==> src/rtl/gpio_port_pkg.sv <==
package gpio_port_pkg;

  typedef enum logic [3:0] {
    ADDR_DATA    = 4'd0,
    ADDR_DIR     = 4'd1,
    ADDR_PULL    = 4'd2,
    ADDR_SCHMITT = 4'd3,
    ADDR_WAKE    = 4'd4,
    ADDR_EDGE    = 4'd5,
    ADDR_PEND    = 4'd6,
    ADDR_SETBIT  = 4'd7,
    ADDR_CLRBIT  = 4'd8,
    ADDR_CFG     = 4'd9
  } regAddr_e;

  typedef struct packed {
    logic wrLatch;
    logic wrDir;
    logic wrPull;
    logic wrSchmitt;
    logic wrWake;
    logic wrEdge;
    logic clrPend;
    logic setBits;
    logic clrBits;
    logic wrCfg;
  } ctrlStb_t;

endpackage

==> src/rtl/gpio_port_ctrl.sv <==
module gpio_port_ctrl
  import gpio_port_pkg::*;
(
  input  logic       wrEn,
  input  logic [3:0] regAddr,
  output ctrlStb_t   stb
);

  always_comb begin
    stb = '0;
    if (wrEn) begin
      case (regAddr)
        ADDR_DATA:    stb.wrLatch   = 1'b1;
        ADDR_DIR:     stb.wrDir     = 1'b1;
        ADDR_PULL:    stb.wrPull    = 1'b1;
        ADDR_SCHMITT: stb.wrSchmitt = 1'b1;
        ADDR_WAKE:    stb.wrWake    = 1'b1;
        ADDR_EDGE:    stb.wrEdge    = 1'b1;
        ADDR_PEND:    stb.clrPend   = 1'b1;
        ADDR_SETBIT:  stb.setBits   = 1'b1;
        ADDR_CLRBIT:  stb.clrBits   = 1'b1;
        ADDR_CFG:     stb.wrCfg     = 1'b1;
        default:      stb = '0;
      endcase
    end
  end

endmodule

==> src/rtl/gpio_port_datapath.sv <==
module gpio_port_datapath
  import gpio_port_pkg::*;
#(
  parameter int PIN_COUNT = 8
) (
  input  logic                 clk,
  input  logic                 rstN,
  input  ctrlStb_t             stb,
  input  logic [PIN_COUNT-1:0] wrData,
  input  logic [3:0]           regAddr,
  input  logic [PIN_COUNT-1:0] padIn,
  input  logic                 sleeping,
  output logic [PIN_COUNT-1:0] padOut,
  output logic [PIN_COUNT-1:0] padOe,
  output logic [PIN_COUNT-1:0] pullEn,
  output logic [PIN_COUNT-1:0] schmittEn,
  output logic [PIN_COUNT-1:0] rdData,
  output logic                 wakeReq,
  output logic                 irqReq
);

  localparam int PW = PIN_COUNT;

  logic [PW-1:0] latchQ, dirQ, pullQ, schmittQ, wakeEnQ, edgeSelQ, pendQ;
  logic          syncEnQ;
  logic [PW-1:0] stage1Q, stage2Q, prevQ;
  logic [PW-1:0] pinView, edgeHit, clrMask;

  // Configuration registers
  always_ff @(posedge clk or negedge rstN) begin
    if (!rstN) begin
      dirQ     <= '0;
      pullQ    <= '0;
      schmittQ <= '0;
      wakeEnQ  <= '0;
      edgeSelQ <= '0;
      syncEnQ  <= 1'b0;
    end else begin
      if (stb.wrDir)     dirQ     <= wrData;
      if (stb.wrPull)    pullQ    <= wrData;
      if (stb.wrSchmitt) schmittQ <= wrData;
      if (stb.wrWake)    wakeEnQ  <= wrData;
      if (stb.wrEdge)    edgeSelQ <= wrData;
      if (stb.wrCfg)     syncEnQ  <= wrData[0];
    end
  end

  // Input sampling: one stage always, second stage when synchronizer is on
  always_ff @(posedge clk or negedge rstN) begin
    if (!rstN) begin
      stage1Q <= '0;
      stage2Q <= '0;
      prevQ   <= '0;
    end else begin
      stage1Q <= padIn;
      stage2Q <= stage1Q;
      prevQ   <= pinView;
    end
  end

  assign pinView = syncEnQ ? stage2Q : stage1Q;

  // Output latch with read-modify-write from the observed pin level
  always_ff @(posedge clk or negedge rstN) begin
    if (!rstN) begin
      latchQ <= '0;
    end else if (stb.wrLatch) begin
      latchQ <= wrData;
    end else if (stb.setBits) begin
      latchQ <= pinView | wrData;
    end else if (stb.clrBits) begin
      latchQ <= pinView & ~wrData;
    end
  end

  // Per-pin edge detection
  for (genvar p = 0; p < PW; p++) begin : g_edge
    logic riseP, fallP;
    assign riseP      = pinView[p] & ~prevQ[p];
    assign fallP      = ~pinView[p] & prevQ[p];
    assign edgeHit[p] = wakeEnQ[p] & (edgeSelQ[p] ? fallP : riseP);
  end

  assign clrMask = stb.clrPend ? wrData : '0;

  always_ff @(posedge clk or negedge rstN) begin
    if (!rstN) pendQ <= '0;
    else       pendQ <= (pendQ & ~clrMask) | edgeHit;
  end

  // Read mux
  always_comb begin
    case (regAddr)
      ADDR_DATA:    rdData = pinView;
      ADDR_DIR:     rdData = dirQ;
      ADDR_PULL:    rdData = pullQ;
      ADDR_SCHMITT: rdData = schmittQ;
      ADDR_WAKE:    rdData = wakeEnQ;
      ADDR_EDGE:    rdData = edgeSelQ;
      ADDR_PEND:    rdData = pendQ;
      ADDR_CFG:     rdData = {{(PW-1){1'b0}}, syncEnQ};
      default:      rdData = '0;
    endcase
  end

  assign padOut    = latchQ;
  assign padOe     = dirQ;
  assign pullEn    = pullQ;
  assign schmittEn = schmittQ;
  assign wakeReq   = sleeping & (|pendQ);
  assign irqReq    = ~sleeping & (|pendQ);

  assert_pend_needs_enable_R7: assert property (@(posedge clk) disable iff (!rstN)
    ((pendQ & ~$past(pendQ) & ~$past(wakeEnQ)) == '0));

  assert_pend_clear_R8: assert property (@(posedge clk) disable iff (!rstN)
    (stb.clrPend && ((edgeHit & wrData) == '0)) |=> ((pendQ & $past(wrData)) == '0));

  assert_latch_hold_R2: assert property (@(posedge clk) disable iff (!rstN)
    !(stb.wrLatch || stb.setBits || stb.clrBits) |=> $stable(padOut));

  assert_set_bits_R10: assert property (@(posedge clk) disable iff (!rstN)
    stb.setBits |=> ((padOut & $past(wrData)) == $past(wrData)));

endmodule

==> src/rtl/gpio_wake_port.sv <==
module gpio_wake_port
  import gpio_port_pkg::*;
#(
  parameter int PIN_COUNT = 8
) (
  input  logic                 clk,
  input  logic                 rstN,
  input  logic                 wrEn,
  input  logic [3:0]           regAddr,
  input  logic [PIN_COUNT-1:0] wrData,
  output logic [PIN_COUNT-1:0] rdData,
  input  logic                 sleeping,
  input  logic [PIN_COUNT-1:0] padIn,
  output logic [PIN_COUNT-1:0] padOut,
  output logic [PIN_COUNT-1:0] padOe,
  output logic [PIN_COUNT-1:0] pullEn,
  output logic [PIN_COUNT-1:0] schmittEn,
  output logic                 wakeReq,
  output logic                 irqReq
);

  ctrlStb_t stb;

  gpio_port_ctrl u_ctrl (
    .wrEn    (wrEn),
    .regAddr (regAddr),
    .stb     (stb)
  );

  gpio_port_datapath #(.PIN_COUNT(PIN_COUNT)) u_dp (
    .clk       (clk),
    .rstN      (rstN),
    .stb       (stb),
    .wrData    (wrData),
    .regAddr   (regAddr),
    .padIn     (padIn),
    .sleeping  (sleeping),
    .padOut    (padOut),
    .padOe     (padOe),
    .pullEn    (pullEn),
    .schmittEn (schmittEn),
    .rdData    (rdData),
    .wakeReq   (wakeReq),
    .irqReq    (irqReq)
  );

endmodule

==> config.mk <==
export PLATFORM = sky130hd
export DESIGN_NAME = gpio_wake_port
export DESIGN_NICKNAME = d
export VERILOG_FILES = /design/src/rtl/gpio_port_pkg.sv /design/src/rtl/gpio_port_ctrl.sv /design/src/rtl/gpio_port_datapath.sv /design/src/rtl/gpio_wake_port.sv
export SDC_FILE = /design/constraint.sdc
export NUM_CORES = 1
export LEC_CHECK = 0
export BUFFER_PORTS_ARGS = -buffer_cell sky130_fd_sc_hd__buf_2
export CORE_MARGIN = 2
export CORE_UTILIZATION = 39
export DETAILED_ROUTE_END_ITERATION = 10
export GPL_ROUTABILITY_DRIVEN = 0
export GPL_TIMING_DRIVEN = 0
export SLEW_MARGIN = 30
export SYNTH_ARGS = -nofsm -noshare
export SYNTH_HDL_FRONTEND = slang
export SYNTH_SLANG_ARGS = --single-unit
==> constraint.sdc <==
create_clock -name clk -period 5.5 [get_ports clk]
set_clock_uncertainty 0.2 [all_clocks]
set_input_delay 1.1 -clock clk [delete_from_list [all_inputs] [get_ports clk]]
set_output_delay 1.1 -clock clk [all_outputs]
set_load 0.05 [all_outputs]
==> results.json <==
{
  "boundaryPins": 66,
  "ir_worst_vdd_v": 0.000227,
  "final_common_cell": "dfrtp_1",
  "start_util_pct": 40.5,
  "combPwrFrac_pct": 29.9,
  "via_per_inst": 5.31,
  "multi_input_area_mm2": 0.00160,
  "yosys.area.top_type": "dfrtp_1",
  "grt_pass1_wl_um": 15100,
  "grt_pass1_vias": 2668,
  "die_y_um": 102,
  "leakagePower_uw": 0.00213,
  "fin_ws_ps": 1490,
  "final_cell_mix": "81 x dfrtp_1, 69 x buf_2, 34 x mux2_2",
  "ant_nets": 0,
  "synth_xor_area_share_pct": 0,
  "cts_hold_buf": 0,
  "postCtsSetupBuffers": 0,
  "mappedNetlistArea_mm2": 0.00376,
  "cts.sinks": 81,
  "cts-root-buf": "clkbuf_8",
  "relSlewSlack_pct": 48.8,
  "cap_violations": 0,
  "cp-end-kind": "primary output",
  "finalCriticalPeriod_ps": 4010,
  "n_antenna_cell": 0,
  "grt_overflow": 0,
  "nNetsFinal": 406,
  "antenna_found_initial": 0,
  "setup_viol": 0,
  "drive_above_1_share_pct": 37.5,
  "synth_fa_ha_area_share_pct": 0,
  "synth_top_family_by_area": "multiplexers",
  "synth-edff-count": 0,
  "timing.final.crit_share_pct": 72.9,
  "wl_per_cell_um": 18.6,
  "required_ps": 4200,
  "stdcell_count": 516,
  "fmax_ghz": 0.249,
  "cp_max_fo": 10,
  "core_area_mm2": 0.00928,
  "ys_ff_latch": 81,
  "hold_path.class": "flip-flop to flip-flop",
  "synth_compound_area_share_pct": 14.1,
  "worst_pin_slew_ps": 765,
  "die-area_mm2": 0.0104,
  "synth.distinct_cells": 47,
  "synthFlopType": "dfrtp_1",
  "area_delta_synth_final_pct": 20.0,
  "synth_cells": 306,
  "synth_top_area_share_pct": 54.0,
  "criticalPathCategory": "input port to primary output",
  "numCtsBuffers": 9,
  "critPathLaunchType": "input port",
  "portBuffers": 64,
  "slew_viol_final": 0,
  "clkPwrFrac_pct": 27.2,
  "post-route-util_pct": 48.5,
  "vias": 2742,
  "drtIter0Drc": 218,
  "path_clk_slew_ps": 80,
  "wirelength_um": 9600,
  "grt_max_degree": 49,
  "avgSynthCellArea_um2": 12.3,
  "synthTopCellsByArea": "dfrtp_1 54%, mux2_2 10%, mux2i_1 3.7%",
  "yosysSeqAreaShare_pct": 54.0,
  "num_rows": 35,
  "die_x_um": 102,
  "insertion_delay_ps": 350,
  "status": "completed",
  "ff_latch_area_mm2": 0.00203,
  "place_inst": 500,
  "hpwl_um": 6640,
  "grt_use_total_pct": 19.7,
  "hold_violations": 0,
  "n_fill_cell": 905,
  "worstPathArrival_ps": 2710,
  "swShare_pct": 36.1,
  "dp_slack_ps": 1520,
  "tritoncts": "done",
  "rsz0062_at_grt": "no",
  "synth_mux_area_share_pct": 17.1,
  "p_sw_uw": 680,
  "finalSetupTns_ps": 0,
  "ys_warn_count": 0,
  "intPower_uw": 1200,
  "drc": 0,
  "power_density_mw_per_mm2": 418,
  "synthSimpleGateAreaFrac_pct": 11.3,
  "first_pass_iters": 4,
  "cts-resized-gates": 0,
  "pwr-share-seq_pct": 42.9,
  "synth-async-reset-ratio_pct": 100,
  "cts_buffer_depth": 2,
  "syn-num-nets": 330,
  "timing.hold.ws_ps": 178,
  "htreeDepth": 3
}
## kinds of logic (layout without fill, tap and decap cells)
| family | after synthesis | after routing |
|---|---|---|
| buffers and inverters | 24 | 105 |
| DFF | 81 | 81 |
| muxes | 56 | 56 |
| and+or+nand+nor | 74 | 74 |
| AOI/OAI and AO/OA | 71 | 71 |
## sequential cells by signal, indices dropped and copies added (netlist names)
register,cells
u_dp.stage1Q,8
u_dp.prevQ,8
u_dp.padOe,8
u_dp.edgeSelQ,8
u_dp.padOut,8
u_dp.pendQ,8
u_dp.stage2Q,8
u_dp.schmittEn,8
u_dp.syncEnQ,1
u_dp.wakeEnQ,8
u_dp.pullEn,8
## through the flow
step	instance area (um2)	total power (uW)
after floorplan	3760	1220
after global placement	4240	1370
after detailed placement	4270	1390
after CTS	4510	1900
after global routing	4510	1980
final	4510	1880
## layout make-up
cell class	instances	area share, %
inverter	9	0.750
sequential	81	45.0
clock inverter	5	2.30
buffer	15	2.17
tap	129	3.58
clock buffer	11	2.92
multi-input combinational	201	35.5
timing repair buffer	65	7.86
## metal layers
layer  up-vias  routed length [um]  share of wire, %  GRT usage (%)
li1       1300                   -                 -              -
met1      1348                4280                45           28.1
met2        86                4610                48           29.9
met3         8                 619               6.4           4.51
met4         0                  95              0.99           6.56
met5         -                   0                 0              0
## path summary, 6_finish.rpt
kind | slack [ps] | from | cells after the start | end
setup / recovery | 1490 | regAddr[1] | 7 | rdData[7]
hold / removal | 180 | u_dp.stage1Q[3]$_DFF_PN0_ | 0 | u_dp.stage2Q[3]$_DFF_PN0_
setup reg to reg | 3720 | u_dp.syncEnQ$_DFFE_PN0P_ | 5 | u_dp.pendQ[3]$_DFF_PN0_
hold reg to reg | 180 | u_dp.stage1Q[3]$_DFF_PN0_ | 0 | u_dp.stage2Q[3]$_DFF_PN0_
max in group asynchronous | 4140 | rstN | 2 | u_dp.edgeSelQ[6]$_DFFE_PN0P_
min in group asynchronous | 430 | rstN | 1 | u_dp.pullEn[1]$_DFFE_PN0P_
## synth_stat cells, types with 2 or more instances
library cell / count
or3_1: 9
nand3_1: 8
mux2_4: 8
nand2_1: 28
nor2b_1: 6
a32oi_1: 3
o221ai_1: 4
and3_1: 2
a211oi_1: 8
a22oi_1: 12
a21oi_1: 10
dfrtp_1: 81
nor3b_2: 2
o32a_1: 2
o211ai_1: 2
nor4_1: 2
nor2_1: 2
mux2_2: 34
nand2b_1: 2
buf_4: 5
buf_2: 6
o21ai_1: 2
o22a_1: 3
mux2i_1: 14
clkbuf_1: 2
inv_1: 9
nand2_4: 2
buf_6: 2
o21ai_0: 7
nor3_1: 3
a22o_1: 10
## critical path, cell delays in order
cell      delay, ps
buf_2           170
buf_6           180
and2b_2         240
nor2b_1         360
a32oi_1          90
o221ai_1        250
buf_2           310
## power by group through the flow
stage          Sequential, uW  Combinational, uW  Clock [uW]
6_report                  808                564         513
5_1_grt                   825                602         554
4_1_cts                   807                569         527
3_5_place_dp              818                567           0
3_3_place_gp              815                558           0
2_1_floorplan             980                240           0
Note: power is estimated with default switching activity, not from simulation.
